==> src/rtl/cfg_guard_pkg.sv <==
package cfg_guard_pkg;
    typedef enum logic {
        ST_LOCKED = 1'b0,
        ST_ARMED  = 1'b1
    } guard_state_t;

    // bit positions of the configuration view
    localparam int B_MODE_LO = 0;
    localparam int B_MODE_HI = 1;
    localparam int B_LINK    = 2;
    localparam int B_IO16    = 3;
    localparam int B_CHRDY   = 4;
    localparam int B_BUSERR  = 5;
    localparam int B_PROMWR  = 6;
    localparam int B_EELOAD  = 7;
    localparam int CFG_W     = 8;

    localparam logic [1:0] MODE_TP_STD  = 2'b00;
    localparam logic [1:0] MODE_THIN    = 2'b01;
    localparam logic [1:0] MODE_THICK   = 2'b10;
    localparam logic [1:0] MODE_TP_LONG = 2'b11;
endpackage

==> src/rtl/cfg_unlock_fsm.sv <==
module cfg_unlock_fsm
    import cfg_guard_pkg::*;
#(
    parameter int ADDR_W = 4,
    parameter logic [ADDR_W-1:0] CFG_ADDR = 4'hB
) (
    input  logic              clk,
    input  logic              rst_n,
    input  logic [ADDR_W-1:0] addr,
    input  logic              rd_en,
    input  logic              wr_en,
    output logic              cfg_we,
    output logic              rbc_we
);
    guard_state_t state_q, state_d;
    logic hit;

    assign hit = (addr == CFG_ADDR);

    // state register
    always_ff @(posedge clk) begin
        if (!rst_n) state_q <= ST_LOCKED;
        else        state_q <= state_d;
    end

    // next state and outputs
    always_comb begin
        state_d = state_q;
        cfg_we  = 1'b0;
        rbc_we  = 1'b0;
        unique case (state_q)
            ST_LOCKED: begin
                if (wr_en) begin
                    rbc_we = hit;
                end else if (rd_en && hit) begin
                    state_d = ST_ARMED;                // T_ARM
                end
            end
            ST_ARMED: begin
                if (wr_en) begin
                    cfg_we  = hit;
                    rbc_we  = 1'b0;
                    state_d = ST_LOCKED;               // T_CONSUME
                end else if (rd_en && !hit) begin
                    state_d = ST_LOCKED;               // T_BREAK
                end
            end
            default: state_d = ST_LOCKED;
        endcase
    end

    // any write leaves the guard locked
    p_relock_after_wr_r5: assert property (@(posedge clk) disable iff (!rst_n)
        wr_en |=> state_q == ST_LOCKED);
    // a read of the shared address arms the guard
    p_arm_on_read_r3: assert property (@(posedge clk) disable iff (!rst_n)
        (rd_en && !wr_en && hit) |=> state_q == ST_ARMED);
    // the two destinations never both take a write
    p_one_target_r4: assert property (@(posedge clk) disable iff (!rst_n)
        !(cfg_we && rbc_we));
endmodule

==> src/rtl/cfg_fields.sv <==
module cfg_fields
    import cfg_guard_pkg::*;
(
    input  logic             clk,
    input  logic             rst_n,
    input  logic             cfg_we,
    input  logic             rbc_we,
    input  logic [CFG_W-1:0] wdata,
    input  logic             link_good_i,
    input  logic             bus_err_evt_i,
    output logic [CFG_W-1:0] cfg_view,
    output logic [1:0]       mode_q,
    output logic             link_dis_q,
    output logic             io16_q,
    output logic             chrdy_q,
    output logic             prom_q,
    output logic             ee_pulse_q,
    output logic [CFG_W-1:0] rbc_q
);
    logic be_q;
    logic twisted;
    logic link_live;

    always_ff @(posedge clk) begin
        if (!rst_n) begin
            mode_q     <= MODE_TP_STD;
            link_dis_q <= 1'b0;
            io16_q     <= 1'b0;
            chrdy_q    <= 1'b0;
            prom_q     <= 1'b0;
            be_q       <= 1'b0;
            ee_pulse_q <= 1'b0;
            rbc_q      <= '0;
        end else begin
            if (cfg_we) begin
                mode_q     <= wdata[B_MODE_HI:B_MODE_LO];
                link_dis_q <= wdata[B_LINK];
                io16_q     <= wdata[B_IO16];
                chrdy_q    <= wdata[B_CHRDY];
                prom_q     <= wdata[B_PROMWR];
            end
            // event wins over a same-cycle clear
            be_q       <= (be_q & ~(cfg_we & wdata[B_BUSERR])) | bus_err_evt_i;
            ee_pulse_q <= cfg_we & wdata[B_EELOAD];
            if (rbc_we) rbc_q <= wdata;
        end
    end

    assign twisted   = (mode_q == MODE_TP_STD) || (mode_q == MODE_TP_LONG);
    assign link_live = twisted & (link_dis_q | link_good_i);

    always_comb begin
        cfg_view                       = '0;
        cfg_view[B_MODE_HI:B_MODE_LO]  = mode_q;
        cfg_view[B_LINK]               = link_live;
        cfg_view[B_IO16]               = io16_q;
        cfg_view[B_CHRDY]              = chrdy_q;
        cfg_view[B_BUSERR]             = be_q;
        cfg_view[B_PROMWR]             = prom_q;
        cfg_view[B_EELOAD]             = ee_pulse_q;
    end

    // an event always leaves the flag set
    p_event_sets_r9: assert property (@(posedge clk) disable iff (!rst_n)
        bus_err_evt_i |=> be_q);
    // a guarded write with bit 5 clear keeps a set flag
    p_zero_write_keeps_r8: assert property (@(posedge clk) disable iff (!rst_n)
        (be_q && cfg_we && !wdata[B_BUSERR]) |=> be_q);
    // load start lasts one cycle
    p_pulse_single_r11: assert property (@(posedge clk) disable iff (!rst_n)
        ee_pulse_q |=> !ee_pulse_q);
    // byte count moves only on its own write
    p_rbc_stable_r4: assert property (@(posedge clk) disable iff (!rst_n)
        !rbc_we |=> $stable(rbc_q));
endmodule

==> src/rtl/cfg_guard_reg.sv <==
module cfg_guard_reg
    import cfg_guard_pkg::*;
#(
    parameter int ADDR_W = 4,
    parameter logic [ADDR_W-1:0] CFG_ADDR = 4'hB
) (
    input  logic              clk,
    input  logic              rst_n,
    input  logic [ADDR_W-1:0] addr,
    input  logic              rd_en,
    input  logic              wr_en,
    input  logic [7:0]        wdata,
    output logic [7:0]        rdata,
    input  logic              link_good_i,
    input  logic              bus_err_evt_i,
    output logic [1:0]        phy_mode_o,
    output logic              thin_en_o,
    output logic              link_test_dis_o,
    output logic              io16_after_cmd_o,
    output logic              chrdy_from_ale_o,
    output logic              prom_wr_en_o,
    output logic              ee_load_start_o,
    output logic [7:0]        rbc_hi_o
);
    logic             cfg_we, rbc_we;
    logic [CFG_W-1:0] cfg_view;

    cfg_unlock_fsm #(.ADDR_W(ADDR_W), .CFG_ADDR(CFG_ADDR)) u_guard (
        .clk    (clk),
        .rst_n  (rst_n),
        .addr   (addr),
        .rd_en  (rd_en),
        .wr_en  (wr_en),
        .cfg_we (cfg_we),
        .rbc_we (rbc_we)
    );

    cfg_fields u_fields (
        .clk           (clk),
        .rst_n         (rst_n),
        .cfg_we        (cfg_we),
        .rbc_we        (rbc_we),
        .wdata         (wdata),
        .link_good_i   (link_good_i),
        .bus_err_evt_i (bus_err_evt_i),
        .cfg_view      (cfg_view),
        .mode_q        (phy_mode_o),
        .link_dis_q    (link_test_dis_o),
        .io16_q        (io16_after_cmd_o),
        .chrdy_q       (chrdy_from_ale_o),
        .prom_q        (prom_wr_en_o),
        .ee_pulse_q    (ee_load_start_o),
        .rbc_q         (rbc_hi_o)
    );

    assign thin_en_o = (phy_mode_o == MODE_THIN);
    assign rdata     = (rd_en && addr == CFG_ADDR) ? cfg_view : 8'h00;

    // converter enable never set in a twisted-pair or thick mode
    p_thin_only_coax_r6: assert property (@(posedge clk) disable iff (!rst_n)
        thin_en_o |-> (phy_mode_o != MODE_TP_STD && phy_mode_o != MODE_THICK
                       && phy_mode_o != MODE_TP_LONG));
    // live link bit never reads 1 in a coax mode
    p_link_coax_zero_r7: assert property (@(posedge clk) disable iff (!rst_n)
        (rd_en && addr == CFG_ADDR && (phy_mode_o == MODE_THIN || phy_mode_o == MODE_THICK))
            |-> !rdata[B_LINK]);
endmodule

==> config.mk <==
export PLATFORM = sky130hd
export DESIGN_NAME = cfg_guard_reg
export DESIGN_NICKNAME = d
export VERILOG_FILES = /design/src/rtl/cfg_guard_pkg.sv /design/src/rtl/cfg_unlock_fsm.sv /design/src/rtl/cfg_fields.sv /design/src/rtl/cfg_guard_reg.sv
export SDC_FILE = /design/constraint.sdc
export NUM_CORES = 1
export LEC_CHECK = 0
export BUFFER_PORTS_ARGS = -buffer_cell sky130_fd_sc_hd__buf_4
export CAP_MARGIN = 20
export CORE_UTILIZATION = 42
export CTS_CLUSTER_DIAMETER = 120
export DETAILED_ROUTE_END_ITERATION = 10
export GPL_TIMING_DRIVEN = 1
export PLACE_DENSITY = 0.88
export SLEW_MARGIN = 20
export SYNTH_ARGS = -nofsm -noshare
export SYNTH_HDL_FRONTEND = slang
export SYNTH_SLANG_ARGS = --single-unit
==> constraint.sdc <==
create_clock -name clk -period 1.5 [get_ports clk]
set_clock_uncertainty 0.2 [all_clocks]
set_input_delay 0.075 -clock clk [delete_from_list [all_inputs] [get_ports clk]]
set_output_delay 0.075 -clock clk [all_outputs]
set_load 0.03 [all_outputs]
After elaboration in Yosys (flattened, before gate mapping)
Index checks and enable logic that the tools add are counted.
Word-level totals
  latch bits: 0
  output and inout bits: 24
  memories: 0
  input bits: 18
  RAM bits: 0
  bits in read-only memories: 0
  flip-flop bits (word level): 17
  logic and storage cells: 34
Operators by class
  multiply operators: 0
  eq/ne operators: 3
  muxes and demuxes: 9
  add/subtract/negate cells: 0
  shifts and indexed selects: 0
  reduce and logical (&&, ||, !) cells: 5
  magnitude comparators: 0
  div/mod/pow operators: 0
  bitwise logic cells: 8
Operators by type and width (count)
  $mux W8: 1
  $mux W1: 6
  $and A1 B1 Y1: 4
  $eq A4 B4 Y1 const B: 1
  $pmux W1 S2: 2
  $eq A2 B1 Y1 const B: 1
  $eq A2 B2 Y1 const B: 1
  $logic_and A1 B1 Y1: 2
  $logic_not A2 Y1: 1
  $not A1 Y1: 2
  $or A1 B1 Y1: 2
  $logic_not A1 Y1: 1
  $logic_or A1 B1 Y1: 1

Longest topological paths before layout
  depth after elaboration: 7
  gate-level depth with buffers: 4
  mapped depth without buffers: 3

Cells and area by module
From an unflattened synthesis, not the netlist that was laid out.
Unflattened totals
  cell total of the unflattened synthesis: 92
  area total of the unflattened synthesis: 927.1 um^2
Modules (own cells, without submodules)
  cfg_fields: seq. area each 320.3 um^2, cells an instance 62, area an instance 673.1 um^2, times used 1
  cfg_guard_reg: seq. area each 0.0 um^2, cells an instance 21, area an instance 158.9 um^2, times used 1
  cfg_unlock_fsm: seq. area each 20.0 um^2, cells an instance 9, area an instance 95.1 um^2, times used 1

Least setup slack after synthesis
No wires, ideal clock.
  path kind: flip-flop to output port
  from: reg u_fields.mode_q[1]
  to: out rdata[2]
  required time: 1225 ps
  setup slack: 35 ps
  stages on the path, launching flop included: 4
  path buffers: 0
  data arrival time: 1190 ps
  path through: dfxtp_1 > inv_1 > ha_1 > o2111a_1
Between the ends
  cells in the longest elaborated chain, start to end: 4
  elaborated cells on any way between the ends: 5
  classes of those cells: 1 x eq/ne; 1 x mux; 1 x bitwise; 2 x reduce/logical
Ends and longest elaborated chain
  start, declared: line cfg_fields.sv:12  | output logic [1:0] mode_q,
  start signal, assigned: line cfg_fields.sv:36  | mode_q <= wdata[B_MODE_HI:B_MODE_LO];
  $eq A2 B2 Y1 or $logic_not A2 Y1 (tied branches): line cfg_fields.sv:49  | assign twisted = (mode_q == MODE_TP_STD) || (mode_q == MODE_TP_LONG);
  $logic_or A1 B1 Y1 *: line cfg_fields.sv:49
  $and A1 B1 Y1 *: line cfg_fields.sv:50  | assign link_live = twisted & (link_dis_q | link_good_i);
  $mux W8 *: line cfg_guard_reg.sv:57  | assign rdata = (rd_en && addr == CFG_ADDR) ? cfg_view : 8'h00;
  end, declared: line cfg_guard_reg.sv:13  | output logic [7:0] rdata,
Mark *: on every way between the ends. The rest lies on a longest branch, timed or not.

Worst setup path in the final report
Ends and elaborated chain as after synthesis.

==> summary.md <==
| Metric | Value |
|---|---|
| Post-synthesis xor/xnor area fraction | `0%` |
| Placeable Area | `0.00159 mm^2` |
| Pre-CTS WS | `about 0.068 ns` |
| Synth Cell Area | `751 um^2` |
| Num ports | `42` |
| R2r startpoint | `u_guard.state_q$_SDFF_PN0_` |
| Hold Startpoint | `rd_en` |
| Total length of routed met3 wires | `73 um` |
| WHS Path Cells | `3` |
| WS Path Type | `flip-flop to output port` |
| Final setup fails | `1` |
| Synth Area in Simple Gates | `23.3%` |
| Main combinational cell family by area after synthesis | `simple AND/OR/NAND/NOR gates` |
| Critical-path maximum fanout | `2` |
| Min Tclk post-route | `about 1.5 ns` |
| Leak pwr | `between 0.6 and 0.7 nW` |
| M1 WL | `999 um` |
| Distinct cell type count after synthesis | `16` |
| TNS Setup | `-0.0249 ns` |
| Starting Density | `47.1%` |
| Clk slew on worst S/H paths | `about 0.1 ns` |
| Synthesized instance count | `about 80` |
| Detail Route Antenna Nets | `0` |
| Vias in the first global route | `between 700 and 800` |
| Worst hold slack | `~0.0010 ns` |
| First-pass GRT wire length | `between 3000 and 4000 um` |
| Routability cong. | `just over 0.7` |
| # placed instances | `139` |
| Final WS setup | `-0.0249 ns` |
| HP Class | `input port to flip-flop` |
| RR Endpoint | `u_fields.mode_q[0]$_SDFFE_PN0N_` |
| GRT Total Usage | `roughly a quarter` |
| Post-Syn Nets | `98` |
| P&R area growth vs syn | `66.7%` |
| CTS Buf Count | `3` |
| Clock sinks | `17` |
| Final #Nets | `154` |
| Peak Freq | `around 660 MHz` |
| Routed length per instance | `approximately 14 um` |
| Max-slew violation count | `0` |
| Largest net degree at the start of global routing | `20` |
| Worst Max-Slew Pin Slew | `0.664 ns` |
| Hold Path End | `u_guard.state_q$_SDFF_PN0_` |
| Power Dens Cells | `approximately 650 mW/mm^2` |
| CTS H-tree depth | `1` |
| Status | `complete, but fails checks` |
| Ant diodes | `0` |
| Non-Filler Instances | `~160` |
| WP data required | `between 1 and 1.5 ns` |
| Initial DRC Count | `13` |
| Vias | `796` |
| Worst-Skew Late Latency | `approximately 0.28 ns` |
| Final period utilization | `102%` |
| Final Hold Viols | `0` |
| DRC Markers | `0` |
| RSZ-0062 raised after global routing | `true` |
| Met2 WL post-DR | `between 1000 and 1500 um` |
| Die Wd | `around 44 um` |
| Root buf cell | `clkbuf_4` |
| Total Wirelength | `about 2200 um` |
| Leading area contributor after synthesis | `dfxtp_1` |
| Die H | `44.3 um` |
| Sequential area share after synthesis | `between 40% and 50%` |
| Synth Area in Compound Gates | `2.83%` |
| Remaining Overflow, GRT | `0` |
| Startpoint Class | `flip-flop` |
| Layout cells sized above 1 | `between 40% and 50%` |
| Yosys top cell area share | `~45%` |
| R2r worst-path depth | `2` |
| DR top layer | `met4` |
| Max-cap violation count | `0` |
| Util after Layout | `between 70% and 80%` |
| CP Capture Type | `output port` |
| Syn. warnings | `0` |
| Post-synthesis adder-cell area fraction | `between 1.5 and 2%` |
| Buffers on Ports | `41` |
| Failing checks | `negative setup slack` |
| Vias per inst | `5.04` |
| Max Buffers Root-to-Sink | `2` |
| Slew headroom | `a little under three fifths` |
| Syn_area_per_cell | `about 9.5 um^2` |
| Dpl hpwl | `approximately 1300 um` |
| Pre-antenna DRT Iters | `4` |
| Synth area leaders | `dfxtp_1 (45%), mux2i_1 (20%), nand2_1 (11%)` |
| Fillcell total | `100` |
| FF+latch count, synth | `17` |
| Row cnt | `14` |
| Multiplexer share of the synthesized area | `about 20%` |
| Register-to-register setup slack | `between 0.15 and 0.2 ns` |
| CTS tree | `yes` |
| Die area | `approximately 0.0020 mm^2` |
| Initial antenna violation count | `0` |
| CP startpoint | `u_fields.mode_q[1]$_SDFFE_PN0N_` |
| Arrival time worst endpoint | `roughly 1.3 ns` |
| Worst vdd ir | `around 0.00042 V` |
-- report_power, final --
group	leakage, nW	switching (W)	internal, W
combinational	0.450	0.0000457	0.0000648
sequential	0.138	0.00000274	0.000456
clock	0.0177	0.000146	0.0000989
-- metal layers --
layer | GRT usage (%) | vias up
met2 | 44.1 | 25
met3 | 2.45 | 2
met1 | 32.1 | 389
met5 | 0 | -
li1 | - | 380
met4 | 9.09 | 0
-- registers in the layout, summed over array words and instances, names as in the netlist --
name / cells
u_fields.chrdy_q: 1
u_fields.ee_pulse_q: 1
u_fields.io16_q: 1
u_fields.be_q: 1
u_fields.rbc_q: 8
u_guard.state_q: 1
u_fields.prom_q: 1
u_fields.link_dis_q: 1
u_fields.mode_q: 2
-- cells in the mapped netlist, drive strengths merged --
cell and number:
nand2 22, dfxtp 17, mux2i 15, and3 9
buf 5, and4b 2, clkbuf 2, a21oi 1
and3b 1, ha 1, inv 1, nor3b 1
o2111a 1, o21ai 1
-- through the flow --
step / cell area [um^2] / power [W]
finish: 1250 / 0.000814
global route: 1250 / 0.000845
global placement: 1060 / 0.000547
detailed placement: 1060 / 0.000548
floorplan: 751 / 0.000505
CTS: 1280 / 0.000818
-- kinds of logic (layout without fill, tap and decap cells) --
logic type | count (synthesis) | count (layout)
and+or+nand+nor | 35 | 35
DFF | 17 | 17
muxes | 15 | 15
AOI/OAI and AO/OA | 3 | 3
adders and majority gates | 1 | 1
buffers and inverters | 8 | 63
-- how the worst max path moves through the flow --
stage | depth (start not counted) | slack [ns] | end
after floorplan | 3 | 0.03 | rdata[2]
after detailed placement | 4 | 0.07 | u_fields.mode_q[0]$_SDFFE_PN0N_
final | 4 | -0.02 | rdata[2]
after CTS | 4 | -0.01 | rdata[2]
after global placement | 4 | 0.13 | u_fields.mode_q[0]$_SDFFE_PN0N_
after global routing | 4 | -0.06 | rdata[2]
-- timing repair --
| action | CTS | global route |
|---|---|---|
| pin swaps | 1 | 0 |
| endpoints found under the setup margin | 1 | 16 |
| setup buffers | 1 | 1 |
| resized for setup | 5 | 2 |
| cloned | 0 | 0 |
| hold buffers | 17 | 1 |
| hold endpoints to repair | 17 | 9 |
-- final cells by class --
cell class / count / area, um^2 / area share, %
flip-flops and latches: 17 / 343 / 27.4
clock buffers: 3 / 22.5 / 1.80
well taps: 24 / 30.0 / 2.40
repair buffers: 58 / 474 / 37.9
clock inverters: 1 / 5.00 / 0.400
inverters: 1 / 3.75 / 0.300
multi-input cells: 54 / 373 / 29.8
-- layout by cell type, fill, tap and decap left out, types with 2 or more instances in the layout --
master	count
mux2i_1	15
dlygate4sd3_1	12
nand2_1	22
buf_4	44
dfxtp_2	2
dfxtp_1	15
and3_1	9
clkbuf_4	3
-- worst max-delay path, cell delays in order, from the launching register on --
cell,delay (ns)
dfxtp_2,0.36
inv_2,0.05
ha_4,0.25
o2111a_1,0.18
buf_6,0.13
Note: power is estimated with default switching activity, not from simulation.
